--- src/rtl/bsplit_pkg.sv ---
package bsplit_pkg;
  typedef enum logic [1:0] {
    ST_IDLE = 2'd0,
    ST_BUS0 = 2'd1,
    ST_BUS1 = 2'd2,
    ST_ACK  = 2'd3
  } bsplit_state_e;

  typedef enum logic [1:0] {
    ROUTE_LO   = 2'd0,
    ROUTE_HI   = 2'd1,
    ROUTE_WORD = 2'd2
  } lane_route_e;
endpackage

--- src/rtl/bsplit_planner.sv ---
module bsplit_planner
  import bsplit_pkg::*;
#(
  parameter int unsigned ADDR_W = 20
) (
  input  logic [ADDR_W-1:0] addr_i,
  input  logic              word_i,
  input  logic              mode8_i,
  input  logic              idx_i,
  output logic              two_cyc_o,
  output logic [ADDR_W-1:0] cyc_addr_o,
  output logic              bhe_no,
  output lane_route_e       route_o,
  output logic              half_o
);
  logic odd;
  logic [ADDR_W-1:0] addr_next;

  assign odd       = addr_i[0];
  assign addr_next = addr_i + ADDR_W'(1);
  assign two_cyc_o = mode8_i ? word_i : (word_i & odd);
  assign cyc_addr_o = idx_i ? addr_next : addr_i;

  always_comb begin
    route_o = ROUTE_LO;
    bhe_no  = 1'b1;
    half_o  = 1'b0;
    if (mode8_i) begin
      route_o = ROUTE_LO;
      bhe_no  = 1'b1;
      half_o  = idx_i;
    end else if (word_i && !odd) begin
      route_o = ROUTE_WORD;
      bhe_no  = 1'b0;
    end else if (word_i) begin
      // split: high lane first, then low lane of next even address
      route_o = idx_i ? ROUTE_LO : ROUTE_HI;
      bhe_no  = idx_i;
      half_o  = idx_i;
    end else begin
      route_o = odd ? ROUTE_HI : ROUTE_LO;
      bhe_no  = ~odd;
    end
  end
endmodule

--- src/rtl/bsplit_steer.sv ---
module bsplit_steer
  import bsplit_pkg::*;
#(
  parameter int unsigned LANE_W = 8,
  parameter int unsigned N_LANES = 2
) (
  input  lane_route_e              route_i,
  input  logic                     half_i,
  input  logic [N_LANES*LANE_W-1:0] wdata_i,
  input  logic [N_LANES*LANE_W-1:0] bus_rdata_i,
  output logic [N_LANES*LANE_W-1:0] bus_wdata_o,
  output logic [LANE_W-1:0]         rd_byte_o
);
  logic [LANE_W-1:0] wr_byte;

  assign wr_byte = half_i ? wdata_i[LANE_W +: LANE_W] : wdata_i[0 +: LANE_W];

  for (genvar g = 0; g < N_LANES; g++) begin : g_lane
    assign bus_wdata_o[g*LANE_W +: LANE_W] =
      (route_i == ROUTE_WORD) ? wdata_i[g*LANE_W +: LANE_W] : wr_byte;
  end

  assign rd_byte_o = (route_i == ROUTE_HI) ? bus_rdata_i[LANE_W +: LANE_W]
                                           : bus_rdata_i[0 +: LANE_W];
endmodule

--- src/rtl/bsplit_ctrl.sv ---
module bsplit_ctrl
  import bsplit_pkg::*;
(
  input  logic clk_i,
  input  logic rst_ni,
  input  logic req_i,
  input  logic two_cyc_i,
  input  logic cyc_done_i,
  output logic accept_o,
  output logic active_o,
  output logic idx_o,
  output logic ack_o
);
  bsplit_state_e state_q, state_d;

  assign accept_o = (state_q == ST_IDLE) && req_i;
  assign active_o = (state_q == ST_BUS0) || (state_q == ST_BUS1);
  assign idx_o    = (state_q == ST_BUS1);
  assign ack_o    = (state_q == ST_ACK);

  always_comb begin
    state_d = state_q;
    unique case (state_q)
      ST_IDLE: if (req_i) state_d = ST_BUS0;
      ST_BUS0: if (cyc_done_i) state_d = two_cyc_i ? ST_BUS1 : ST_ACK;
      ST_BUS1: if (cyc_done_i) state_d = ST_ACK;
      ST_ACK:  state_d = ST_IDLE;
      default: state_d = ST_IDLE;
    endcase
  end

  always_ff @(posedge clk_i or negedge rst_ni) begin
    if (!rst_ni) state_q <= ST_IDLE;
    else         state_q <= state_d;
  end

  a_r8_ack_single: assert property (@(posedge clk_i) disable iff (!rst_ni)
    ack_o |=> !ack_o);
  a_r8_ack_no_bus: assert property (@(posedge clk_i) disable iff (!rst_ni)
    ack_o |-> !active_o);
  a_r9_hold_phase: assert property (@(posedge clk_i) disable iff (!rst_ni)
    active_o && !cyc_done_i |=> active_o && $stable(idx_o));
endmodule

--- src/rtl/byte_lane_splitter.sv ---
module byte_lane_splitter
  import bsplit_pkg::*;
#(
  parameter int unsigned ADDR_W = 20,
  parameter int unsigned DATA_W = 16
) (
  input  logic              clk_i,
  input  logic              rst_ni,
  input  logic              req_i,
  input  logic              req_we_i,
  input  logic              req_word_i,
  input  logic [ADDR_W-1:0] req_addr_i,
  input  logic [DATA_W-1:0] req_wdata_i,
  input  logic              bus8_mode_i,
  output logic              req_ack_o,
  output logic [DATA_W-1:0] req_rdata_o,
  output logic              cyc_req_o,
  output logic [ADDR_W-1:0] cyc_addr_o,
  output logic              cyc_bhe_no,
  output logic              cyc_we_o,
  output logic [DATA_W-1:0] cyc_wdata_o,
  input  logic              cyc_done_i,
  input  logic [DATA_W-1:0] cyc_rdata_i
);
  localparam int unsigned N_LANES = 2;
  localparam int unsigned LANE_W  = DATA_W / N_LANES;

  logic [ADDR_W-1:0] addr_q;
  logic [DATA_W-1:0] wdata_q, res_q;
  logic              we_q, word_q, mode8_q;
  logic              accept, active, idx, two_cyc, half;
  lane_route_e       route;
  logic [LANE_W-1:0] rd_byte;

  bsplit_ctrl u_ctrl (
    .clk_i      (clk_i),
    .rst_ni     (rst_ni),
    .req_i      (req_i),
    .two_cyc_i  (two_cyc),
    .cyc_done_i (cyc_done_i),
    .accept_o   (accept),
    .active_o   (active),
    .idx_o      (idx),
    .ack_o      (req_ack_o)
  );

  bsplit_planner #(.ADDR_W(ADDR_W)) u_plan (
    .addr_i     (addr_q),
    .word_i     (word_q),
    .mode8_i    (mode8_q),
    .idx_i      (idx),
    .two_cyc_o  (two_cyc),
    .cyc_addr_o (cyc_addr_o),
    .bhe_no     (cyc_bhe_no),
    .route_o    (route),
    .half_o     (half)
  );

  bsplit_steer #(.LANE_W(LANE_W), .N_LANES(N_LANES)) u_steer (
    .route_i     (route),
    .half_i      (half),
    .wdata_i     (wdata_q),
    .bus_rdata_i (cyc_rdata_i),
    .bus_wdata_o (cyc_wdata_o),
    .rd_byte_o   (rd_byte)
  );

  always_ff @(posedge clk_i or negedge rst_ni) begin
    if (!rst_ni) begin
      addr_q  <= '0;
      wdata_q <= '0;
      we_q    <= 1'b0;
      word_q  <= 1'b0;
      mode8_q <= 1'b0;
    end else if (accept) begin
      addr_q  <= req_addr_i;
      wdata_q <= req_wdata_i;
      we_q    <= req_we_i;
      word_q  <= req_word_i;
      mode8_q <= bus8_mode_i;
    end
  end

  always_ff @(posedge clk_i or negedge rst_ni) begin
    if (!rst_ni) begin
      res_q <= '0;
    end else if (accept) begin
      res_q <= '0;
    end else if (active && cyc_done_i) begin
      if (route == ROUTE_WORD)  res_q <= cyc_rdata_i;
      else if (half)            res_q[LANE_W +: LANE_W] <= rd_byte;
      else                      res_q[0 +: LANE_W] <= rd_byte;
    end
  end

  assign cyc_req_o   = active;
  assign cyc_we_o    = we_q;
  assign req_rdata_o = res_q;

  a_r9_cycle_stable: assert property (@(posedge clk_i) disable iff (!rst_ni)
    cyc_req_o && !cyc_done_i |=> cyc_req_o && $stable(cyc_addr_o)
      && $stable(cyc_bhe_no) && $stable(cyc_we_o) && $stable(cyc_wdata_o));
  a_r6_bus8_no_high: assert property (@(posedge clk_i) disable iff (!rst_ni)
    cyc_req_o && mode8_q |-> cyc_bhe_no);
  a_r1_lane_legal: assert property (@(posedge clk_i) disable iff (!rst_ni)
    cyc_req_o && !mode8_q |-> !(cyc_addr_o[0] && cyc_bhe_no));
  a_r4_second_even: assert property (@(posedge clk_i) disable iff (!rst_ni)
    cyc_req_o && idx && !mode8_q |-> !cyc_addr_o[0] && cyc_bhe_no);
  a_r8_ack_after_done: assert property (@(posedge clk_i) disable iff (!rst_ni)
    $rose(req_ack_o) |-> $past(cyc_done_i) && $past(cyc_req_o));
endmodule

--- config.mk ---
export PLATFORM = sky130hd
export DESIGN_NAME = byte_lane_splitter
export DESIGN_NICKNAME = d
export VERILOG_FILES = /design/src/rtl/bsplit_pkg.sv /design/src/rtl/bsplit_planner.sv /design/src/rtl/bsplit_steer.sv /design/src/rtl/bsplit_ctrl.sv /design/src/rtl/byte_lane_splitter.sv
export SDC_FILE = /design/constraint.sdc
export NUM_CORES = 1
export LEC_CHECK = 0
export ABC_AREA = 1
export BUFFER_PORTS_ARGS = -buffer_cell sky130_fd_sc_hd__buf_2
export CORE_MARGIN = 3
export CORE_UTILIZATION = 51
export CTS_CLUSTER_SIZE = 20
export DETAILED_ROUTE_END_ITERATION = 8
export GPL_ROUTABILITY_DRIVEN = 0
export PLACE_DENSITY = 0.8
export SLEW_MARGIN = 5
export SYNTH_ARGS = -nofsm -noshare
export SYNTH_HDL_FRONTEND = slang
export SYNTH_SLANG_ARGS = --single-unit
--- constraint.sdc ---
create_clock -name clk_i -period 2 [get_ports clk_i]
set_input_delay 0.4 -clock clk_i [delete_from_list [all_inputs] [get_ports clk_i]]
set_output_delay 0.4 -clock clk_i [all_outputs]
set_load 0.02 [all_outputs]
==> summary.txt <==
Outcome - complete, but fails checks
Failing checks - negative setup slack
Crit path kind - flip-flop to output port
Most used cell, CP - nand2_1
Final setup fails - 34
Drt initial violations - 154
R2r setup slk - 0.15 ns
Post-route insts no fill - 673
First-pass GRT wire length - 14900 um
Post-place setup slack - 0.00157 ns
Clk Latency, worst-skew pair - 0.33 ns
Clock skew - 0.00788 ns
RSZ-0062 raised after global routing - yes
Metal3 WL - 574 um
Die width - 89.5 um
Area leader, netlist - dfrtp_1
Chip Height - 89.5 um
Share of layout cells above drive strength 1 - 41.6%
FFs w/ async S/R, synth - 100%
Critical path peak fanout - 4
Critical Path Source Type - flip-flop
FMAX - 428 MHz
Sequential fraction of the synthesis area - 40.1%
Worst EP required - 1.60 ns
Cells after DPL - 643
CTS Sinks - 57
WL met2 - 4960 um
CP max stage delay - 0.39 ns
Final TNS setup - -6.23 ns
Min Tclk post-route - 2.34 ns
R2R Path Start - u_ctrl.state_q[0]$_DFFE_PN0P_
Final Worst Setup Slack - -0.338 ns
Detailed Place HPWL - 6480 um
Mapped cell area - 3560 sq um
Synthesized instance count - 438
RR Endpoint - req_rdata_o[11]$_DFFE_PN0P_
# hold bufs at CTS - 0
Total power - 9380 uW
Initial Util - 54.1%
Vias in the first global route - 3310
Final wirelength - 9740 um
Worst vdd ir - 0.00137 V
Synth top area cells - dfrtp_1, nand2_1, mux2_2, inv_1, nor2_1
Worst rel slew slack - 76.7%
Clock Path Buffers - 2
Root Buffer - clkbuf_8
Crit end category - output port
Yosys cell types - 33
Via Count - 3492
Detail Route Antenna Nets - 0
Top cells by count, synth - nand2_1, dfrtp_1, inv_1
Core Region - 6570 sq um
MaxCap Viol Count - 0
DR top layer - met4
Avg WL per Cell - 14.5 um
Least-Margin Pin Slew - 0.349 ns
Synth Flop Type - dfrtp_1
WL met1 - 3930 um
CTS H-tree lvls - 3
Max Transition Viols Final - 0
Period utilization - 117%
Share of the synthesized area in the top cell type - 40.1%
Largest net degree at the start of global routing - 58
Cell with the most instances after synthesis - nand2_1
Die area - 8010 sq um
Overflow after GRT - 0
Port-buffer cells - 114
Post-synth net total - 504
Area Growth Syn to Fin - 40.3%
# IOs - 115
Leak Pwr - 0.00253 uW
CTS Buf Count - 9
Reg2reg path depth - 10
Clock transition at path regs - 0.07 ns
P per Cell Area - 1880 nW/um^2
Synth warnings - 0
Hold/Removal Path Class - input pin to asynchronous set/reset pin
Routed vias/inst - 5.19
Critical Path AT - 1.94 ns
Rows - 29
First-pass DRT Iterations - 5
Drt drc - 0
Initial antenna violation count - 0
Cell breakdown of the critical path - inv_2, ha_4, nand2_1, nor2_4, buf_4, nand2_4, nor2_4, nand2_1, nand2_1, nand2_1, inv_1, buf_4
Final Hold Vio Count - 0
TritonCTS clock tree - built
Nets - 641
Final core occ - 75.9%
Slowest stage cell, crit path - dfrtp_1
Number of enable flip-flop cells after synthesis - 0
Yosys reg bits - 57
Tot GR Track Use - 24.1%
Syn_area_per_cell - 8.12 sq um
# diodes - 0
[what timing repair did]
item                                    CTS  global route
pin swaps                                19            11
setup buffers                             9             5
endpoints found under the setup margin   34            42
gates cloned                              2             0
gates resized for setup                  75            29
[logic make-up (layout without fill, tap and decap cells)]
group,count (synthesis),count (layout),synth area share (%)
XOR/XNOR,13,13,3.20
buffers and inverters,73,215,9.54
multiplexers,23,23,7.28
adder cells (fa/ha/maj),7,7,2.46
AND/OR/NAND/NOR,208,208,27.9
AO/OA/AOI/OAI,57,57,9.47
flip-flops,57,57,40.1
[report_power, final]
group / switching, uW / internal [uW]
sequential: 519 / 1710
clock: 461 / 582
combinational: 3550 / 2560
total: 4530 / 4860
[metal layers]
metal | up-vias | GRT usage, %
met5 | - | 0
li1 | 1686 | -
met2 | 132 | 41.1
met3 | 25 | 5.16
met1 | 1649 | 28.1
met4 | 0 | 13.0
[layout make-up]
type	instances	area [sq um]
Clock buffer	14	183
Clock inverter	2	10.0
Fill cell	483	1580
Inverter	56	215
Multi-Input combinational cell	308	2030
Sequential cell	57	1430
Tap cell	93	116
Timing Repair Buffer	143	1000
[critical path: cells and delay by family, from the launching register on]
kind | cells | cell delay, ns
DFF | 1 | 0.39
and+or+nand+nor | 7 | 0.67
buffers and inverters | 4 | 0.41
adders and majority gates | 1 | 0.14
[flip-flops by register name (all words and copies together), names as in the netlist]
name and flops:
word_q 1, addr_q 20, u_ctrl.state_q 2, mode8_q 1, req_rdata_o 16, wdata_q 16, cyc_we_o 1
[through the flow]
step                hold slack, ns  area (sq um)
floorplan                    0.104          3590
global placement             0.424          4300
detailed placement           0.428          4300
CTS                         0.0643          4860
global route                0.0784          4990
finish                      0.0659          4990
[worst max path at each step]
stage	slack (ns)	from	endpoint	depth (start not counted)
finish	-0.34	u_ctrl.state_q[0]$_DFFE_PN0P_	cyc_addr_o[13]	12
global route	-0.42	u_ctrl.state_q[0]$_DFFE_PN0P_	cyc_addr_o[13]	12
CTS	-0.31	u_ctrl.state_q[0]$_DFFE_PN0P_	cyc_wdata_o[15]	11
floorplan	-0.02	u_ctrl.state_q[0]$_DFFE_PN0P_	cyc_addr_o[12]	8
detailed placement	0.002	u_ctrl.state_q[0]$_DFFE_PN0P_	cyc_addr_o[15]	11
global placement	0.1	u_ctrl.state_q[0]$_DFFE_PN0P_	cyc_addr_o[16]	9
[cells in the final DEF (no fill, tap or decap), drive strengths merged]
cell | synthesis | final
clkinv | 0 | 2
xor2 | 8 | 8
nand3b | 8 | 8
nand2 | 106 | 106
nor2 | 48 | 48
nand4 | 14 | 14
o211ai | 8 | 8
nand3 | 31 | 31
a21oi | 17 | 17
clkbuf | 1 | 14
mux2 | 23 | 23
dfrtp | 57 | 57
o21bai | 1 | 1
xnor2 | 5 | 5
ha | 7 | 7
buf | 16 | 143
inv | 56 | 56
o21a | 1 | 1
o21ai | 30 | 30
nor3 | 1 | 1
Note: power is estimated with default switching activity, not from simulation.
